==> src/rtl/uart_tx_pkg.sv <==
package uart_tx_pkg;

  typedef enum logic [2:0] {
    ST_IDLE  = 3'd0,
    ST_START = 3'd1,
    ST_DATA  = 3'd2,
    ST_PAR   = 3'd3,
    ST_STOP  = 3'd4
  } tx_state_e;

  typedef enum logic [1:0] {
    STOP_ONE  = 2'd0,
    STOP_HALF = 2'd1,
    STOP_TWO  = 2'd2
  } stop_len_e;

  typedef struct packed {
    logic [2:0] last_bit;
    logic       has_par;
    logic       par_bit;
    stop_len_e  stop_len;
  } frame_cfg_t;

endpackage

==> src/rtl/uart_baud_gen.sv <==
module uart_baud_gen #(
  parameter int DIV_W = 16
) (
  input  logic             clk,
  input  logic             rst,
  input  logic [DIV_W-1:0] divisor,
  output logic             tick
);

  logic [DIV_W-1:0] cnt_q;

  always_ff @(posedge clk) begin
    if (rst) begin
      cnt_q <= '0;
      tick  <= 1'b0;
    end else if (divisor == '0) begin
      cnt_q <= '0;
      tick  <= 1'b0;
    end else if (cnt_q >= divisor - 1'b1) begin
      cnt_q <= '0;
      tick  <= 1'b1;
    end else begin
      cnt_q <= cnt_q + 1'b1;
      tick  <= 1'b0;
    end
  end

endmodule

==> src/rtl/uart_tx_hold.sv <==
module uart_tx_hold #(
  parameter int DATA_W = 8
) (
  input  logic              clk,
  input  logic              rst,
  input  logic              wr_valid,
  input  logic [DATA_W-1:0] wr_data,
  input  logic              take,
  output logic [DATA_W-1:0] data_q,
  output logic              full_q
);

  always_ff @(posedge clk) begin
    if (rst) begin
      data_q <= '1;
      full_q <= 1'b0;
    end else begin
      if (take) full_q <= 1'b0;
      if (wr_valid) begin
        data_q <= wr_data;
        full_q <= 1'b1;
      end
    end
  end

endmodule

==> src/rtl/uart_tx_seq.sv <==
module uart_tx_seq
  import uart_tx_pkg::*;
#(
  parameter int OVS = 16
) (
  input  logic       clk,
  input  logic       rst,
  input  logic       tick,
  input  logic       wr_valid,
  input  logic       hold_full,
  input  logic [7:0] hold_data,
  input  logic [1:0] wlen,
  input  logic       par_en,
  input  logic       par_even,
  input  logic       par_stick,
  input  logic       stop_one,
  input  logic       brk,
  output logic       take,
  output logic       tx_out,
  output logic       tx_empty
);

  localparam int CNT_W = $clog2(2 * OVS);
  localparam logic [CNT_W-1:0] BIT_END    = CNT_W'(OVS - 1);
  localparam logic [CNT_W-1:0] HALF15_END = CNT_W'(OVS + OVS / 2 - 1);
  localparam logic [CNT_W-1:0] TWO_END    = CNT_W'(2 * OVS - 1);

  tx_state_e        state_q;
  logic [CNT_W-1:0] tcnt_q;
  logic [2:0]       bidx_q;
  logic [7:0]       shreg_q;
  frame_cfg_t       cfg_q;
  frame_cfg_t       cfg_new;
  logic [7:0]       mask;
  logic [7:0]       masked;
  logic             line_lvl;
  logic             cell_done;
  logic [CNT_W-1:0] stop_end;

  // frame settings captured at the start edge
  always_comb begin
    mask             = 8'hFF >> (2'd3 - wlen);
    masked           = hold_data & mask;
    cfg_new.last_bit = 3'd4 + {1'b0, wlen};
    cfg_new.has_par  = par_en;
    if (par_stick)     cfg_new.par_bit = ~par_even;
    else if (par_even) cfg_new.par_bit = ^masked;
    else               cfg_new.par_bit = ~(^masked);
    if (stop_one)          cfg_new.stop_len = STOP_ONE;
    else if (wlen == 2'd0) cfg_new.stop_len = STOP_HALF;
    else                   cfg_new.stop_len = STOP_TWO;
  end

  always_comb begin
    case (cfg_q.stop_len)
      STOP_HALF: stop_end = HALF15_END;
      STOP_TWO:  stop_end = TWO_END;
      default:   stop_end = BIT_END;
    endcase
  end

  always_comb begin
    case (state_q)
      ST_START: line_lvl = 1'b0;
      ST_DATA:  line_lvl = shreg_q[0];
      ST_PAR:   line_lvl = cfg_q.par_bit;
      default:  line_lvl = 1'b1;
    endcase
  end

  assign take      = (state_q == ST_IDLE) && hold_full;
  assign cell_done = tick && (tcnt_q == BIT_END);

  always_ff @(posedge clk) begin
    if (rst) begin
      state_q  <= ST_IDLE;
      tcnt_q   <= '0;
      bidx_q   <= '0;
      shreg_q  <= '0;
      cfg_q    <= '0;
      tx_out   <= 1'b1;
      tx_empty <= 1'b1;
    end else begin
      tx_out   <= brk ? 1'b0 : line_lvl;
      tx_empty <= (state_q == ST_IDLE) && !hold_full && !wr_valid;
      case (state_q)
        ST_IDLE: begin
          if (take) begin
            state_q <= ST_START;
            tcnt_q  <= '0;
            shreg_q <= hold_data;
            cfg_q   <= cfg_new;
          end
        end
        ST_START: begin
          if (cell_done) begin
            state_q <= ST_DATA;
            tcnt_q  <= '0;
            bidx_q  <= '0;
          end else if (tick) begin
            tcnt_q <= tcnt_q + 1'b1;
          end
        end
        ST_DATA: begin
          if (cell_done) begin
            tcnt_q <= '0;
            if (bidx_q == cfg_q.last_bit) begin
              state_q <= cfg_q.has_par ? ST_PAR : ST_STOP;
            end else begin
              bidx_q  <= bidx_q + 1'b1;
              shreg_q <= {1'b0, shreg_q[7:1]};
            end
          end else if (tick) begin
            tcnt_q <= tcnt_q + 1'b1;
          end
        end
        ST_PAR: begin
          if (cell_done) begin
            state_q <= ST_STOP;
            tcnt_q  <= '0;
          end else if (tick) begin
            tcnt_q <= tcnt_q + 1'b1;
          end
        end
        ST_STOP: begin
          if (tick && (tcnt_q == stop_end)) begin
            state_q <= ST_IDLE;
            tcnt_q  <= '0;
          end else if (tick) begin
            tcnt_q <= tcnt_q + 1'b1;
          end
        end
        default: begin
          state_q <= ST_IDLE;
          tcnt_q  <= '0;
        end
      endcase
    end
  end

endmodule

==> src/rtl/uart_tx_core.sv <==
module uart_tx_core #(
  parameter int OVS    = 16,
  parameter int BYTE_W = 8
) (
  input  logic              clk,
  input  logic              rst,
  input  logic              wr_valid,
  input  logic [BYTE_W-1:0] wr_data,
  input  logic [1:0]        wlen_sel,
  input  logic              par_en,
  input  logic              par_even,
  input  logic              par_stick,
  input  logic              stop_one,
  input  logic              brk_force,
  input  logic [BYTE_W-1:0] div_lo,
  input  logic [BYTE_W-1:0] div_hi,
  output logic              tx_empty,
  output logic              tx_out
);

  localparam int DIV_W = 2 * BYTE_W;

  logic [DIV_W-1:0]  divisor;
  logic              tick;
  logic              take;
  logic              hold_full;
  logic [BYTE_W-1:0] hold_data;

  assign divisor = {div_hi, div_lo};

  uart_baud_gen #(.DIV_W(DIV_W)) baud_i (
    .clk     (clk),
    .rst     (rst),
    .divisor (divisor),
    .tick    (tick)
  );

  uart_tx_hold #(.DATA_W(BYTE_W)) hold_i (
    .clk      (clk),
    .rst      (rst),
    .wr_valid (wr_valid),
    .wr_data  (wr_data),
    .take     (take),
    .data_q   (hold_data),
    .full_q   (hold_full)
  );

  uart_tx_seq #(.OVS(OVS)) seq_i (
    .clk       (clk),
    .rst       (rst),
    .tick      (tick),
    .wr_valid  (wr_valid),
    .hold_full (hold_full),
    .hold_data (hold_data),
    .wlen      (wlen_sel),
    .par_en    (par_en),
    .par_even  (par_even),
    .par_stick (par_stick),
    .stop_one  (stop_one),
    .brk       (brk_force),
    .take      (take),
    .tx_out    (tx_out),
    .tx_empty  (tx_empty)
  );

endmodule

==> config.mk <==
export PLATFORM = sky130hd
export DESIGN_NAME = uart_tx_core
export DESIGN_NICKNAME = d
export VERILOG_FILES = /design/src/rtl/uart_tx_pkg.sv /design/src/rtl/uart_baud_gen.sv /design/src/rtl/uart_tx_hold.sv /design/src/rtl/uart_tx_seq.sv /design/src/rtl/uart_tx_core.sv
export SDC_FILE = /design/constraint.sdc
export NUM_CORES = 1
export LEC_CHECK = 0
export ABC_AREA = 1
export BUFFER_PORTS_ARGS = -buffer_cell sky130_fd_sc_hd__buf_2
export CAP_MARGIN = 20
export CORE_MARGIN = 2
export CORE_UTILIZATION = 45
export CTS_BUF_LIST = sky130_fd_sc_hd__clkbuf_2
export CTS_CLUSTER_DIAMETER = 60
export DETAILED_ROUTE_END_ITERATION = 10
export PLACE_DENSITY_LB_ADDON = 0.05
export SETUP_SLACK_MARGIN = 0.15
export SYNTH_ARGS = -nofsm -noshare
export SYNTH_HDL_FRONTEND = slang
export SYNTH_SLANG_ARGS = --single-unit
==> constraint.sdc <==
create_clock -name clk -period 8.2 [get_ports clk]
set_clock_uncertainty 0.2 [all_clocks]
set_input_delay 1.23 -clock clk [delete_from_list [all_inputs] [get_ports clk]]
set_output_delay 1.23 -clock clk [all_outputs]
set_load 0.05 [all_outputs]
Yosys cells after proc, flatten, opt, wreduce, memory -nomap -nowiden. Index checks and enable logic that the tools add are counted. Widths: inputs -> output; s select.

Register bits after elaboration: 54. Word-level logic and storage cells: 93.

Add/subtract/negate cells: 6. Magnitude comparators: 1. Eq/ne operators: 16. Shift-type cells: 1. Mux-type cells: 31. Bitwise operators: 3. Reduce and logical (&&, ||, !) cells: 21.

Operator list (number): $mux 3 (10); $mux 8 (3); $mux 5 (4); $add 16x1->16 const B (1); $ge 16x16->1 (1); $logic_not 16->1 (1); $pmux 8 s2 (1); $sub 16x1->16 const B (1); $pmux 3 s5 (1); $pmux 5 s3 (1); $ne 2x1->1 const B (5); $pmux 5 s2 (1); $and 8x8->8 (1); $reduce_and 4->1 (2); $reduce_xor 8->1 (1); $shr 8x2->8 const A (1); $eq 3x2->1 const B (2); $mux 1 (6); $pmux 3 s2 (1); $reduce_and 6->1 (1); $reduce_bool 2->1 (3); $reduce_or 3->1 (2); $add 5x1->5 const B (1); $eq 5x4->1 const B (1); other kinds (19) (27).

Logic depth before layout (Yosys ltp).
Depth after elaboration: 7. Mapped depth: 15. Depth with buffers taken out: 15.

Modules after synthesis. From an unflattened synthesis, not the netlist that was laid out.

Cells, all modules: 499. Area total of the unflattened synthesis: 3434.5 um^2.

By module, submodules not included: uart_tx_seq (times used 1, cells each 239, area an instance 1607.8 um^2); uart_baud_gen (times used 1, cells each 221, area an instance 1511.4 um^2); uart_tx_hold (times used 1, cells each 39, area an instance 315.3 um^2).

Worst setup path before layout. OpenSTA, ideal clock, no wires.

Path kind: input to register. Start: in div_lo[0]. End: reg baud_i.cnt_q[0]. Arrival time: 3.390 ns. Data required time: 7.883 ns. Setup slack: 4.493 ns. Stages on the path: 15. Buffers on the path: 1. Path through: inv_1 ha_1 nand2_2 nor2_2 nand3_1 nor3_2 xor2_1 inv_1 ha_1 nand2_1 nor4_1 nand2_1 nand4_2 buf_6 nor2_1.

Word-level cells in the longest chain between the ends: 3. Elaborated cells between the ends (all ways): 4. Those cells by class: 1 x add/sub; 1 x order compare; 2 x reduce/logical.

Ends and longest elaborated chain: start, declared (RTL line uart_tx_core.sv:15) `input logic [BYTE_W-1:0] div_lo,`; $sub 16x1->16 (RTL line uart_baud_gen.sv:19) `end else if (cnt_q >= divisor - 1'b1) begin`; $ge 16x16->1 (RTL line uart_baud_gen.sv:19); $reduce_or 3->1 (no line) *; end signal, assigned (RTL line uart_baud_gen.sv:23) `cnt_q <= cnt_q + 1'b1;`; end, declared (RTL line uart_baud_gen.sv:10) `logic [DIV_W-1:0] cnt_q;`.

Every way passes the cells marked *; elsewhere a longest branch is shown, timed or not. A chain may end at the register's enable or synchronous reset.

Worst setup path after layout.
Start: in div_lo[0]. End: reg baud_i.cnt_q[14].

Same word-level chain as after synthesis.

==> results.sh <==
export IMPL_hold_viol=0
export IMPL_syn_nets=512
export IMPL_drv_cap=0
export IMPL_synth_edff_count=0
export IMPL_r2r_end="baud_i.cnt_q[14]"
export IMPL_finalCritPeriodShare_pct=43.9
export IMPL_die_w_um=89.6
export IMPL_synth_most_common_cell="nand2_1"
export IMPL_ant_nets=0
export IMPL_drc=0
export IMPL_path_cells="buf_2, inv_1, ha_1, nand2_2, nor2_2, nand3_1, nor3_2, xor2_1, inv_1, ha_1, nand2_1, nor4_1, nand2_1, nand4_2, nor2_1"
export IMPL_vias=2781
export IMPL_yosys_area_top_type="dfxtp_1"
export IMPL_cts_tree="yes"
export IMPL_crit_fanout=16
export IMPL_synthTopCellsByArea="dfxtp_1, ha_1, nand2_1, inv_1, a21oi_1"
export IMPL_drv_slew=0
export IMPL_finalPower_w=0.000593
export IMPL_postLayoutCoreUtil_pct=50.0
export IMPL_gp_congestion=0.795
export IMPL_worstSetupPathType="primary input to flip-flop"
export IMPL_rows=31
export IMPL_drtIter0Drc=64
export IMPL_period_minus_slack_ns=3.60
export IMPL_port_buffers=35
export IMPL_synth_seq_cells=54
export IMPL_ff2ff_path_depth=6
export IMPL_max_slew_margin_pct=61.0
export IMPL_fp_dieH_um=89.6
export IMPL_setup_viol=0
export IMPL_clock_latency_ns=0.42
export IMPL_grt_max_degree=21
export IMPL_cts_resized=0
export IMPL_dp_hpwl_um=5050
export IMPL_holdBufCountCts=0
export IMPL_top_usage_layer="met2"
export IMPL_cts_buffers_inserted=5
export IMPL_synthToLayoutAreaGrowth_pct=8.61
export IMPL_crit_slowest_cell="nor4_1"
export IMPL_rr_startpoint="baud_i.cnt_q[9]"
export IMPL_synth_cell_types=35
export IMPL_worst_pin_slew_ns=0.585
export IMPL_clk_pin_slew_worst_paths_ns=0.25
export IMPL_fillers=746
export IMPL_synthArstFlopShare_pct=0
export IMPL_layout_drive_gt1_share_pct=15.3
export IMPL_worstHoldPathCells=2
export IMPL_setup_tns_final_ns=0
export IMPL_synth_top_area_share_pct=32.8
export IMPL_p_per_area_nw_per_um2=165
export IMPL_yosysSeqAreaShare_pct=32.8
export IMPL_cts_setup_buffers=0
export IMPL_synth_commonest_cells="nand2_1, inv_1, dfxtp_1"
export IMPL_use_met3_pct=2.19
export IMPL_use_met1_pct=22.7
export IMPL_cts_root_buf="clkbuf_2"
export IMPL_hp_start="seq_i.shreg_q[1]"
export IMPL_hold_end="seq_i.shreg_q[1]"
export IMPL_outcome="finished clean"
export IMPL_rsz0062_at_grt="no"
export IMPL_cts_sinks=54
export IMPL_antenna_cells=0
export IMPL_die_area_um2=8040
export IMPL_met2_usage_pct=28.7
export IMPL_end_kind="flip-flop"
export IMPL_wl_per_cell_um=10.7
export IMPL_worst_path_buf_inv=3
export IMPL_initial_core_util_pct=46.0
export IMPL_cts_buffer_depth=2
export IMPL_netlist_area_um2=3300
export IMPL_avgSynthCellArea_um2=7.24
export IMPL_rrSetupSlack_ns=6.09
export IMPL_critical_path_max_stage_delay_ns=0.34
export IMPL_fmax_ghz=0.278
export IMPL_ys_flop_type="dfxtp_1"
export IMPL_coreArea_um2=7180
export IMPL_routed_wl_um=6300
export IMPL_peakVddDrop_mv=0.0646
export IMPL_hold_class="flip-flop to flip-flop"
export IMPL_startpoint_type="primary input"
export IMPL_fin_nets=545
export IMPL_cts_max_level=2
export IMPL_antenna_found_initial=0
export IMPL_arrival_ns=3.74
export IMPL_yosysWarnings=0
export IMPL_syn_inst=456
export IMPL_io_pins=36
export IMPL_grt_pass1_vias=2477
export IMPL_path_depth=15
export IMPL_crit_required_ns=8.34
export IMPL_p_leak_nw=1.68
export IMPL_drtPass1Iterations=4
export IMPL_grt_pass1_wl_um=10900
export IMPL_path_delay_family="simple AND/OR/NAND/NOR gates"
export IMPL_grt_ovfl_total=0
export IMPL_grt_use_total_pct=16.9
export IMPL_viasPerCell=4.72
==> state kept, by name, indices dropped and copies added (netlist names) <==
name	count
seq_i.tcnt_q	5
seq_i.bidx_q	3
baud_i.tick	1
baud_i.cnt_q	16
seq_i.tx_empty	1
hold_i.full_q	1
hold_i.data_q	8
seq_i.state_q	3
seq_i.shreg_q	8
seq_i.tx_out	1
seq_i.cfg_q	7
==> cell families (layout without fill, tap and decap cells) <==
| family | after synthesis | after routing | synth area share (%) |
|---|---|---|---|
| compound gates | 86 | 86 | 14.1 |
| simple gates | 176 | 176 | 25.3 |
| xor+xnor | 35 | 35 | 9.29 |
| buf+inv | 83 | 117 | 10.2 |
| fa+ha+maj | 22 | 22 | 8.34 |
| flops | 54 | 54 | 32.8 |
==> metrics by stage <==
stage | worst slack [ns] | hold WS (ns) | cells | instance area, µm²
CTS | 4.55 | 0.270 | 589 | 3580
floorplan | 4.49 | 0.225 | 456 | 3300
global route | 4.27 | 0.287 | 589 | 3580
global placement | 4.16 | 0.236 | 581 | 3540
finish | 4.60 | 0.267 | 589 | 3580
detailed placement | 4.05 | 0.242 | 581 | 3540
==> worst max path at each step <==
stage	start	endpoint	slack, ns
2_1_floorplan	div_lo[0]	baud_i.cnt_q[0]	4.49
3_3_place_gp	div_lo[0]	baud_i.cnt_q[9]	4.16
3_5_place_dp	div_lo[0]	baud_i.cnt_q[8]	4.05
4_1_cts	div_lo[0]	baud_i.cnt_q[8]	4.55
5_1_grt	div_lo[0]	baud_i.cnt_q[11]	4.27
6_report	div_lo[0]	baud_i.cnt_q[14]	4.60
==> tightest hold or removal path: cells and delay by family (launching register included) <==
| family | cells | cell delay [ns] |
|---|---|---|
| AO/OA/AOI/OAI | 1 | 0.05 |
| flip-flops | 1 | 0.36 |
| buffers and inverters | 1 | 0.06 |
==> placed cells by master (no fill, tap or decap), types with 2 or more instances in the layout <==
cell type	n
xnor2_1	14
nor2_1	48
nand2_2	5
nand3_1	18
buf_2	35
ha_1	22
nand4_2	2
xor2_1	21
dfxtp_1	54
nor2_4	3
a21oi_1	37
nor2_2	8
o211a_1	2
a211oi_1	2
inv_1	70
nor3_1	5
nand3_2	3
o21ai_1	3
nand4_1	4
o21ai_0	37
nor3_2	2
nor4_1	4
inv_2	3
nand2_1	71
clkbuf_2	5
==> layout make-up <==
class,count,area [µm²],area share (%)
clock inverters,3,16.3,0.454
clock buffers,5,25.0,0.698
multi-input cells,319,1880,52.5
flip-flops and latches,54,1080,30.2
inverters,74,280,7.82
well taps,99,124,3.46
repair buffers,35,175,4.89
==> power by group <==
group          internal [W]  switching (W)
Sequential         0.000290      0.0000204
Combinational     0.0000642       0.000116
Clock             0.0000195      0.0000830
==> per-layer routing <==
layer / wire length (µm) / up-vias
met4: 72 / 0
li1: - / 1529
met5: 0 / -
met3: 168 / 5
met1: 3100 / 1209
met2: 2960 / 38
Note: power is estimated with default switching activity, not from simulation.
